**config.mk**
```make
export PLATFORM = sky130hd
export DESIGN_NAME = addr_burst_gen
export DESIGN_NICKNAME = d
export VERILOG_FILES = /design/src/rtl/burst_pkg.sv /design/src/rtl/burst_beat_counter.sv /design/src/rtl/burst_start_reg.sv /design/src/rtl/burst_order_map.sv /design/src/rtl/addr_burst_gen.sv
export SDC_FILE = /design/constraint.sdc
export NUM_CORES = 1
export LEC_CHECK = 0
export BUFFER_PORTS_ARGS = -buffer_cell sky130_fd_sc_hd__buf_2
export CAP_MARGIN = 20
export CORE_ASPECT_RATIO = 1.5
export CORE_MARGIN = 2
export CORE_UTILIZATION = 48
export CTS_CLUSTER_DIAMETER = 80
export CTS_CLUSTER_SIZE = 8
export DETAILED_ROUTE_END_ITERATION = 16
export PLACE_DENSITY = 0.82
export SLEW_MARGIN = 20
export SYNTH_ARGS = -nofsm -noshare
export SYNTH_HDL_FRONTEND = slang
export SYNTH_HIERARCHICAL = 1
export SYNTH_SLANG_ARGS = --single-unit
```
**constraint.sdc**
```tcl
create_clock -name clk -period 2.8 [get_ports clk]
set_input_delay 0.28 -clock clk [delete_from_list [all_inputs] [get_ports clk]]
set_output_delay 0.28 -clock clk [all_outputs]
set_load 0.05 [all_outputs]
```
**src/rtl/burst_pkg.sv**
```systemverilog
package burst_pkg;
  localparam int BEAT_W = 2;
  typedef logic [BEAT_W-1:0] beat_t;
endpackage

```
**src/rtl/burst_beat_counter.sv**
```systemverilog
module burst_beat_counter
  import burst_pkg::*;
(
  input  logic  clk,
  input  logic  rst_n,
  input  logic  en,
  input  logic  restart,
  output beat_t beat
);
  always_ff @(posedge clk or negedge rst_n) begin
    if (!rst_n)       beat <= '0;
    else if (en) begin
      if (restart)    beat <= '0;
      else            beat <= beat + beat_t'(1);
    end
  end
endmodule

```
**src/rtl/burst_start_reg.sv**
```systemverilog
module burst_start_reg #(
  parameter int ADDR_W = 20
) (
  input  logic              clk,
  input  logic              rst_n,
  input  logic              capture,
  input  logic [ADDR_W-1:0] d,
  output logic [ADDR_W-1:0] q
);
  always_ff @(posedge clk or negedge rst_n) begin
    if (!rst_n)       q <= '0;
    else if (capture) q <= d;
  end
endmodule

```
**src/rtl/burst_order_map.sv**
```systemverilog
module burst_order_map
  import burst_pkg::*;
(
  input  beat_t start_lo,
  input  beat_t beat,
  input  logic  order_xor,
  output beat_t addr_lo
);
  beat_t lin_lo;
  beat_t ilv_lo;
  assign lin_lo = start_lo + beat;
  for (genvar b = 0; b < BEAT_W; b++) begin : g_ilv
    assign ilv_lo[b] = start_lo[b] ^ beat[b];
  end
  assign addr_lo = order_xor ? ilv_lo : lin_lo;
endmodule

```
**src/rtl/addr_burst_gen.sv**
```systemverilog
module addr_burst_gen
  import burst_pkg::*;
#(
  parameter int ADDR_W = 20
) (
  input  logic              clk,
  input  logic              rst_n,
  input  logic              clk_en,
  input  logic              advance,
  input  logic              order_xor,
  input  logic [ADDR_W-1:0] ext_addr,
  output logic [ADDR_W-1:0] burst_addr
);
  localparam int UP_W = ADDR_W - BEAT_W;

  logic [ADDR_W-1:0] start_q;
  beat_t             beat;
  beat_t             lo;

  burst_start_reg #(.ADDR_W(ADDR_W)) u_start (
    .clk(clk), .rst_n(rst_n), .capture(clk_en && !advance),
    .d(ext_addr), .q(start_q)
  );

  burst_beat_counter u_cnt (
    .clk(clk), .rst_n(rst_n), .en(clk_en), .restart(!advance), .beat(beat)
  );

  burst_order_map u_map (
    .start_lo(start_q[BEAT_W-1:0]), .beat(beat),
    .order_xor(order_xor), .addr_lo(lo)
  );

  assign burst_addr = {start_q[ADDR_W-1 -: UP_W], lo};
endmodule

```
# After elaboration in Yosys (flattened, before gate mapping)
# Index checks and enable logic that the tools add are counted.
[word_totals]
reg_bits = 22
in_bits = 25
[classes]
add_sub_neg = 2
mux = 2
n_bitwise = 2
reduce_logical = 2
[ops]
columns = ["operator", "count"]
rows = [
  ["$mux W2", 2],
  ["$add A2 B1 Y2 const B", 1],
  ["$add A2 B2 Y2", 1],
  ["$xor A1 B1 Y1", 2],
  ["$logic_and A1 B1 Y1", 1],
  ["$logic_not A1 Y1", 1],
]

# Depth between registers and ports, before layout
# Gate-level depths: netlist of the first run.
[logic_depth]
word_depth = 2
depth_mapped = 3
depth_no_buf = 3

# By module
# The synthesis of the first run kept the hierarchy.
[by_module_without_submodules]
columns = ["module", "n_inst", "cells_each", "area_each_um2", "seq_area_each_um2"]
rows = [
  ["burst_start_reg", 1, 42, 823.3, 500.5],
  ["burst_beat_counter", 1, 7, 92.6, 50.0],
  ["burst_order_map", 1, 4, 36.3, 0.0],
  ["addr_burst_gen", 1, 2, 10.0, 0.0],
]

# Worst setup path before layout of the first run
# No wires, ideal clock.
[synth_timing]
path_type = "register to output"
startpoint = "register u_cnt.beat[0]"
endpoint = "output port burst_addr[1]"
arrival_time_ns = 1.511
required_time_ns = 2.520
setup_slack_ns = 1.009
stages_incl_launch_ff = 4
path_cell_list = "dfrtp_1 -> ha_1 -> nor2b_1 -> xnor2_1"
[synth_via]
elab_chain_len = 2
[synth_lines]
columns = ["item", "line", "source"]
rows = [
  ["start, declared", "burst_beat_counter.sv:8", "output beat_t beat"],
  ["start signal, assigned", "burst_beat_counter.sv:14", "else beat <= beat + beat_t'(1);"],
  ["$add A2 B2 Y2", "burst_order_map.sv:11", "assign lin_lo = start_lo + beat;"],
  ["$mux W2", "burst_order_map.sv:15", "assign addr_lo = order_xor ? ilv_lo : lin_lo;"],
  ["end, declared", "addr_burst_gen.sv:12", "output logic [ADDR_W-1:0] burst_addr"],
]
# Every way passes these cells.

# Worst setup path after layout of the first run
# Same ends and word-level chain as after synthesis.

==> results of run 1 <==
worst max path at each step:
stage | start | endpoint | slack [ns] | cells after the start
after detailed placement | u_cnt/beat[0] | burst_addr[1] | 1.40 | 4
after global placement | u_cnt/beat[0] | burst_addr[1] | 1.43 | 4
after floorplan | u_cnt/beat[0] | burst_addr[1] | 1.01 | 3
after CTS | u_cnt/beat[0] | burst_addr[1] | 1.05 | 4
after global routing | u_cnt/beat[0] | burst_addr[1] | 0.97 | 4
final | u_cnt/beat[0] | burst_addr[1] | 1.08 | 4
stage by stage:
stage / total power (uW) / setup WS (ns) / utilization
6_report: 995 / 1.08 / 0.683
5_1_grt: 1040 / 0.969 / 0.683
4_1_cts: 1010 / 1.05 / 0.683
3_5_place_dp: 770 / 1.40 / 0.649
3_3_place_gp: 762 / 1.43 / 0.649
2_1_floorplan: 684 / 1.01 / -
flip-flops by register name, summed over array words and instances (netlist names):
register    cells
u_cnt/beat      2
u_start/q      20
cell usage in the layout, fill, tap and decap left out, drive strengths merged:
cell and n:
buf 46, dfrtp 22, mux2 21, clkbuf 3, nor2b 3, xnor2 2, inv 1, bufinv 1
dlygate4sd3 1, nor2 1, and4bb 1, a211o 1, ha 1
worst register-to-register path: stages, from the launching register on:
cell,delay (ns)
dfrtp_1,0.42
and4bb_1,0.24
a211o_1,0.26
power breakdown:
| group | internal, uW | switching [uW] | leakage [uW] |
|---|---|---|---|
| logic | 127 | 241 | 0.000384 |
| clock network | 144 | 88.8 | 0.0000279 |
| registers | 366 | 28.2 | 0.000260 |
per-layer routing:
layer | vias to the layer above | global-route usage | routed length [microns]
li1 | 292 | - | -
met1 | 294 | 0.188 | 639
met2 | 31 | 0.261 | 827
met3 | 2 | 0.0264 | 150
met4 | 0 | 0.0429 | 10
met5 | - | 0 | 0
layout make-up:
class                   count  share of cell area
inverters                   1             0.00296
clock inverters             1              0.0237
repair buffers             47               0.194
flip-flops and latches     22               0.435
clock buffers               3              0.0178
well taps                  21              0.0208
multi-input cells          30               0.306
logic make-up (layout without fill, tap and decap cells):
family,after synthesis,after routing,synth area share
flip-flops,22,22,0.572
multiplexers,21,21,0.324
AND/OR/NAND/NOR,5,5,0.0364
buffers and inverters,3,52,0.0273
XOR/XNOR,2,2,0.0182
adder cells (fa/ha/maj),1,1,0.0130
AO/OA/AOI/OAI,1,1,0.00910
==> impl_metrics.env, run 1 <==
export IMPL_path_buf_inv=1
export IMPL_worstHoldPathCells=2
export IMPL_drc=0
export IMPL_fin_crit_ns=1.72
export IMPL_max_freq_ghz=0.580
export IMPL_final_area_sq_um=1270
export IMPL_r2r_end="u_cnt/beat[1]"
export IMPL_dieArea_sq_um=2390
export IMPL_min_to="u_start/q[5]"
export IMPL_max_cap_violations=0
export IMPL_firstDrtPassIters=2
export IMPL_finalCritPeriodShare=0.615
export IMPL_rsz0062_at_grt="no"
export IMPL_antenna_found_initial=0
export IMPL_crit_path_max_fanout=4
export IMPL_num_vias=619
export IMPL_gp_congestion=0.724
export IMPL_clkLatencyLatePin_ns=0.29
export IMPL_ctsResizeCount=0
export IMPL_ff2ff_path_depth=2
export IMPL_critPathKind="reg2out"
export IMPL_final_nets=131
export IMPL_synthCells=55
export IMPL_required_ns=2.52
export IMPL_grt_pass1_vias=644
export IMPL_reg2reg_from="u_cnt/beat[1]"
export IMPL_dp_cells=120
export IMPL_syn_nets=81
export IMPL_grt_first_pass_wirelength_microns=2550
export IMPL_root_buffer="clkbuf_4"
export IMPL_wl_per_cell_microns=13.0
export IMPL_finalSetupTns_ns=0
export IMPL_die_y_microns=58.8
export IMPL_vdd_drop_max_v=0.000457
export IMPL_area_delta_synth_final_pct=31.6
export IMPL_slowest_delay_ns=0.42
export IMPL_synthTopCellsByArea="dfrtp_1 (57%), mux2_4 (31%), buf_6 (2.3%)"
export IMPL_cts_buffer_depth=2
export IMPL_timing_hold_ws_ns=0.203
export IMPL_grt_max_degree=23
export IMPL_fin_worst_skew_ns=0.0000317
export IMPL_synth_top_area_frac=0.572
export IMPL_port_buffer_count=44
export IMPL_worstSetupStartpointType="register"
export IMPL_core_area_sq_um=1850
export IMPL_slowest_stage="dfrtp_1"
export IMPL_grtUsageTotal=0.152
export IMPL_slew_viol_final=0
export IMPL_tightest_slew_ns=0.469
export IMPL_cts_buffers=3
export IMPL_drive_above_1_share=0.692
export IMPL_finalNonFillerCells=125
export IMPL_synth_async_reset_ratio=1.00
export IMPL_routed_wl_microns=1630
export IMPL_hold_start="ext_addr[5]"
export IMPL_yosys_warnings=6
export IMPL_leakagePower_uw=0.000672
export IMPL_register_area_sq_um=551
export IMPL_cp_cell_sequence="ha_1 > nor2b_1 > xnor2_1 > buf_2"
export IMPL_cpLargestDelayFamily="flip-flops"
export IMPL_hold_buffers=1
export IMPL_ys_seq_area_frac=0.572
export IMPL_fillCellCount=157
export IMPL_ys_top_cells_by_count="dfrtp_1 (22), mux2_4 (20), nor2b_1 (3)"
export IMPL_setup_violations=0
export IMPL_fp_dieW_microns=40.6
export IMPL_synth_ff_type="dfrtp_1"
export IMPL_run_status="complete, no violations"
export IMPL_io_pins=45
export IMPL_post_cts_buffers=0
export IMPL_min_delay_path_class="in2reg"
export IMPL_hold_viol=0
export IMPL_cp_arrival_ns=1.44
export IMPL_synth_edf_count=0
export IMPL_num_rows=19
export IMPL_ant_nets=0
export IMPL_cts_tree="yes"
export IMPL_power_density_nw_per_um2=786
export IMPL_clkTransAtPathRegs_ns=0.12
export IMPL_timing_reg2reg_setup_slack_ns=1.78
export IMPL_htree_levels=1
export IMPL_cts_sink_count=22
export IMPL_yosys_area_top_type="dfrtp_1"
export IMPL_first_iter_violations=6
export IMPL_synth_area_per_cell_sq_um=17.5
export IMPL_viasPerCell=4.95
export IMPL_crit_path_end_kind="output pin"
export IMPL_multiInputGateArea_sq_um=388
export IMPL_placed_area_sq_um=1200
export IMPL_slew_headroom=0.687
export IMPL_grt_ovfl_total=0
export IMPL_synth_most_common_cell="dfrtp_1"
export IMPL_synth_distinct_cells=11
export IMPL_initial_core_util=0.519
export IMPL_ys_ff_latch=22
export IMPL_n_antenna_cell=0
export IMPL_synth_area_sq_um=962
Note: power is estimated with default switching activity, not from simulation.
==> inputs of run 2 (changes only) <==
--- a/config.mk
+++ b/config.mk
@@ -9,11 +9,11 @@
 export CAP_MARGIN = 20
 export CORE_ASPECT_RATIO = 1.5
 export CORE_MARGIN = 2
-export CORE_UTILIZATION = 48
+export CORE_UTILIZATION = 40
 export CTS_CLUSTER_DIAMETER = 80
 export CTS_CLUSTER_SIZE = 8
 export DETAILED_ROUTE_END_ITERATION = 16
-export PLACE_DENSITY = 0.82
+export PLACE_DENSITY = 0.73
 export SLEW_MARGIN = 20
 export SYNTH_ARGS = -nofsm -noshare
 export SYNTH_HDL_FRONTEND = slang
==> constraint.sdc (replaced) <==
create_clock -name clk -period 1.4 [get_ports clk]
set_input_delay 0.14 -clock clk [delete_from_list [all_inputs] [get_ports clk]]
set_output_delay 0.14 -clock clk [all_outputs]
set_load 0.05 [all_outputs]
==> run 2 against run 1 <==
  * The run now ends with negative setup slack left
  * Routed wire length is 9.8% higher
  * Critical endpoint unchanged
  * Die area is 18% higher
  * Highest routed layer unchanged
  * Utilization is 9.9 points lower
==> impl_metrics.env, run 2 (same netlist as run 1, synthesis figures left out) <==
export IMPL_ant_nets=0
export IMPL_max_cap_violations=0
export IMPL_top_register="u_start/q"
export IMPL_drc=0
export IMPL_critPathKind="reg2out"
export IMPL_routed_wl_microns=1790
export IMPL_p_comb_frac=0.392
export IMPL_dieArea_sq_um=2820
export IMPL_power_switching_uw=740
export IMPL_final_util=0.584
export IMPL_grt_first_pass_wirelength_microns=2850
export IMPL_cts_buffer_depth=2
export IMPL_cp_arrival_ns=1.35
export IMPL_power_density_nw_per_um2=1570
export IMPL_slew_viol_final=0
export IMPL_grt_ovfl_total=0
export IMPL_placed_area_sq_um=1220
export IMPL_timing_hold_ws_ns=0.0550
export IMPL_gp_congestion=0.646
export IMPL_num_rows=21
export IMPL_grt_max_degree=23
export IMPL_setup_ws_ns=-0.0926
export IMPL_final_nets=132
export IMPL_failed_checks="negative setup slack"
export IMPL_leakagePower_uw=0.000689
export IMPL_max_freq_ghz=0.670
export IMPL_initial_core_util=0.426
export IMPL_clkLatencyLatePin_ns=0.30
export IMPL_cts_tree="yes"
export IMPL_run_status="finished, violations left"
export IMPL_drive_above_1_share=0.724
export IMPL_dp_cells=121
export IMPL_final_area_sq_um=1320
export IMPL_crit_path_max_fanout=2
export IMPL_viasPerCell=5.01
export IMPL_die_y_microns=64.1
export IMPL_min_delay_path_class="in2reg"
export IMPL_num_vias=641
export IMPL_largest_reg_flops=20
export IMPL_fin_worst_skew_ns=0.0000726
export IMPL_grtUsageTotal=0.136
export IMPL_first_iter_violations=9
export IMPL_power_internal_uw=1330
export IMPL_crit_path_end_kind="output pin"
export IMPL_clkTransAtPathRegs_ns=0.11
export IMPL_wl_per_cell_microns=14.0
export IMPL_port_buffer_count=44
export IMPL_slew_headroom=0.691
export IMPL_worstSetupStartpointType="register"
export IMPL_fp_dieW_microns=44.0
export IMPL_hold_viol=0
export IMPL_finalNonFillerCells=128
export IMPL_cts_buffers=3
export IMPL_power_share_clock=0.228
export IMPL_io_pins=45
export IMPL_rsz0062_at_grt="yes"
export IMPL_finalCritPeriodShare=1.07
export IMPL_final_cell_mix="buf_2 (42), dfrtp_1 (22), mux2_4 (20), clkbuf_4 (3)"
export IMPL_setup_violations=1
export IMPL_n_antenna_cell=0
export IMPL_tightest_slew_ns=0.464
export IMPL_core_area_sq_um=2260
export IMPL_vdd_drop_max_v=0.000839
export IMPL_firstDrtPassIters=2
export IMPL_power_frac_seq=0.381
export IMPL_finalSetupTns_ns=-0.0926
export IMPL_cts_sink_count=22
export IMPL_final_common_cell="buf_2"
export IMPL_root_buffer="clkbuf_4"
export IMPL_top_regs="u_start/q (20), u_cnt/beat (2)"
export IMPL_dpl_hpwl_microns=1240
export IMPL_swShare=0.357
export IMPL_required_ns=1.26
export IMPL_area_delta_synth_final_pct=37.1
export IMPL_antenna_found_initial=0
export IMPL_htree_levels=1
export IMPL_fin_crit_ns=1.49
export IMPL_grt_pass1_vias=622
## run 2: area by class of cell
cell class / instances / area, sq um
Sequential cell: 22 / 551
Tap cell: 23 / 28.8
Clock buffer: 3 / 22.5
Multi-Input combinational cell: 30 / 405
Inverter: 1 / 3.75
Timing Repair Buffer: 48 / 278
Fill cell: 188 / 941
Clock inverter: 1 / 30.0
## run 2: path summary, 6_finish.rpt
kind | startpoint | end | slack [ns] | cells past startpoint
max | u_start/q[0] | burst_addr[1] | -0.09 | 4
min | ext_addr[2] | u_start/q[2] | 0.06 | 2
max reg2reg | u_cnt/beat[0] | u_cnt/beat[1] | 0.28 | 3
min reg2reg | u_start/q[9] | u_start/q[9] | 0.52 | 1
max in group asynchronous | rst_n | u_start/q[3] | 0.78 | 2
min in group asynchronous | rst_n | u_start/q[16] | 0.31 | 2
## run 2: what timing repair did
item	in CTS	in global routing
pin swaps	2	1
hold buffers	1	0
hold endpoints to repair	22	0
endpoints found under the setup margin	2	2
setup buffers	2	0
gates resized for setup	6	1
## run 2: worst max-delay path, stage by stage (launching register included)
cell and delay [ns]:
dfrtp_1 0.41, ha_2 0.19, nor2b_4 0.13, xnor2_2 0.14, buf_6 0.18
## run 2: per-layer routing
metal,part of all wire,routed length [microns],GRT usage,vias up
met3,0.077,137,0.0254,4
met5,0,0,0,-
met2,0.54,972,0.239,31
li1,-,-,-,292
met4,0.021,38,0.0682,0
met1,0.36,638,0.150,314
## run 2: power groups by stage
stage	Combinational (uW)	Sequential (uW)	Clock [uW]
finish	811	788	471
global route	847	799	513
CTS	807	787	491
detailed placement	754	800	0
global placement	746	794	0
floorplan	308	1070	0
## run 2: metrics by stage
stage / setup WS, ns / power (uW)
finish: -0.0926 / 2070
global route: -0.148 / 2160
CTS: -0.107 / 2090
detailed placement: 0.131 / 1550
global placement: 0.166 / 1540
floorplan: 0.0561 / 1380
==> inputs of run 3 (changes only) <==
--- a/config.mk
+++ b/config.mk
@@ -13,7 +13,7 @@
 export CTS_CLUSTER_DIAMETER = 80
 export CTS_CLUSTER_SIZE = 8
 export DETAILED_ROUTE_END_ITERATION = 16
-export PLACE_DENSITY = 0.73
+export PLACE_DENSITY = 0.82
 export SLEW_MARGIN = 20
 export SYNTH_ARGS = -nofsm -noshare
 export SYNTH_HDL_FRONTEND = slang
==> run 3 against run 2 <==
  * The run still ends with negative setup slack left
  * Clock skew rose by 0.00095 ns
  * Via count fell by 3.7%
  * Worst hold slack improved by 0.0038 ns
  * Clock power rose by 1%
  * Worst setup slack improved by 0.017 ns
  * Sequential share of layout area did not move
  * Critical path type unchanged
==> impl_metrics.env, run 3 (same netlist as run 1, synthesis figures left out) <==
export IMPL_run_status="finished, violations left"
export IMPL_failed_checks="negative setup slack"
export IMPL_fp_dieW_microns=44.0
export IMPL_setup_violations=1
export IMPL_first_iter_violations=10
export IMPL_cts_tree="yes"
export IMPL_n_antenna_cell=0
export IMPL_hold_viol=0
export IMPL_finalNonFillerCells=128
export IMPL_die_y_microns=64.1
export IMPL_min_delay_path_class="in2reg"
export IMPL_area_delta_synth_final_pct=37.1
export IMPL_final_common_cell="buf_2"
export IMPL_timing_hold_ws_ns=0.0589
export IMPL_tightest_slew_ns=0.472
export IMPL_leakagePower_uw=0.000690
export IMPL_initial_core_util=0.426
export IMPL_fin_crit_ns=1.48
export IMPL_setup_ws_ns=-0.0757
export IMPL_rsz0062_at_grt="yes"
export IMPL_port_buffer_count=44
export IMPL_worstSetupStartpointType="register"
export IMPL_routed_wl_microns=1840
export IMPL_cts_buffer_depth=2
export IMPL_antenna_found_initial=0
export IMPL_critPathKind="reg2out"
export IMPL_core_area_sq_um=2260
export IMPL_timing_reg2reg_setup_slack_ns=0.16
export IMPL_viasPerCell=4.82
export IMPL_root_buffer="clkbuf_4"
export IMPL_grt_max_degree=23
export IMPL_clkTransAtPathRegs_ns=0.12
export IMPL_max_cap_violations=0
export IMPL_cp_arrival_ns=1.34
export IMPL_io_pins=45
export IMPL_drc=0
export IMPL_final_cell_mix="buf_2 (42), dfrtp_1 (22), mux2_4 (20), clkbuf_4 (3)"
export IMPL_drive_above_1_share=0.724
export IMPL_ant_nets=0
export IMPL_htree_levels=1
export IMPL_power_density_nw_per_um2=1570
export IMPL_grtUsageTotal=0.135
export IMPL_firstDrtPassIters=2
export IMPL_wl_per_cell_microns=14.4
export IMPL_required_ns=1.26
export IMPL_crit_path_end_kind="output pin"
export IMPL_dieArea_sq_um=2820
export IMPL_final_util=0.584
export IMPL_slew_headroom=0.686
export IMPL_worstHoldPathCells=2
export IMPL_slew_viol_final=0
export IMPL_clkLatencyLatePin_ns=0.30
export IMPL_min_to="u_start/q[5]"
export IMPL_num_rows=21
export IMPL_fillCellCount=192
export IMPL_cts_buffers=3
export IMPL_finalSetupTns_ns=-0.0757
export IMPL_grt_ovfl_total=0
export IMPL_grt_first_pass_wirelength_microns=2860
export IMPL_cts_sink_count=22
export IMPL_fin_worst_skew_ns=0.00102
export IMPL_largest_reg_flops=20
export IMPL_final_nets=132
export IMPL_reg2reg_from="u_cnt/beat[0]"
export IMPL_hold_start="ext_addr[5]"
export IMPL_gp_congestion=0.732
export IMPL_dp_cells=121
export IMPL_ff2ff_path_depth=4
export IMPL_post_place_ws_ns=0.137
export IMPL_vdd_drop_max_v=0.000664
export IMPL_finalCritPeriodShare=1.05
export IMPL_top_register="u_start/q"
export IMPL_num_vias=617
export IMPL_r2r_end="u_cnt/beat[1]"
export IMPL_max_freq_ghz=0.678
export IMPL_top_regs="u_start/q (20), u_cnt/beat (2)"
export IMPL_crit_path_max_fanout=2
export IMPL_grt_pass1_vias=606
==> run 3: worst max path at each step <==
stage               endpoint  slack (ns)     startpoint
6_report       burst_addr[1]       -0.08  u_cnt/beat[0]
5_1_grt        burst_addr[1]       -0.15  u_cnt/beat[0]
4_1_cts        burst_addr[1]       -0.08  u_cnt/beat[0]
3_5_place_dp   burst_addr[1]        0.14  u_cnt/beat[0]
3_3_place_gp   burst_addr[1]        0.17  u_cnt/beat[0]
2_1_floorplan  burst_addr[1]        0.06  u_cnt/beat[0]
==> run 3: layout make-up <==
| class | count | area (sq um) | share of cell area |
|---|---|---|---|
| Tap cell | 23 | 28.8 | 0.0218 |
| Inverter | 1 | 3.75 | 0.00285 |
| Clock inverter | 1 | 30.0 | 0.0228 |
| Clock buffer | 3 | 22.5 | 0.0171 |
| Multi-Input combinational cell | 30 | 405 | 0.307 |
| Sequential cell | 22 | 551 | 0.417 |
| Timing Repair Buffer | 48 | 278 | 0.211 |
==> run 3: worst max-delay path, cell delays in order, from the launching register on <==
cell,delay [ns]
dfrtp_1,0.42
ha_2,0.19
nor2b_4,0.13
xnor2_2,0.12
buf_6,0.17
==> run 3: per-layer routing <==
metal / vias up / share of wire / track usage
met1: 293 / 0.40 / 0.161
met3: 2 / 0.089 / 0.0395
met4: 0 / 0.0076 / 0.0455
li1: 291 / - / -
met5: - / 0 / 0
met2: 31 / 0.50 / 0.226
==> run 3: per-stage QoR <==
stage	power (uW)	cell area, sq um
2_1_floorplan	1380	970
3_3_place_gp	1540	1220
4_1_cts	2080	1310
3_5_place_dp	1560	1220
5_1_grt	2170	1320
6_report	2070	1320
==> run 3: where the power goes <==
group	total [uW]	leakage, uW	internal, uW	switching (uW)
clock	477	0.0000279	289	188
sequential	788	0.000260	732	56.1
combinational	807	0.000402	307	500
==> run 3: repair_timing <==
action                                  in CTS  in global routing
endpoints found under the hold margin       22                  0
setup buffers                                1                  1
endpoints found under the setup margin       2                  2
resized for setup                            6                  1
hold buffers                                 1                  0
pin swaps                                    2                  2
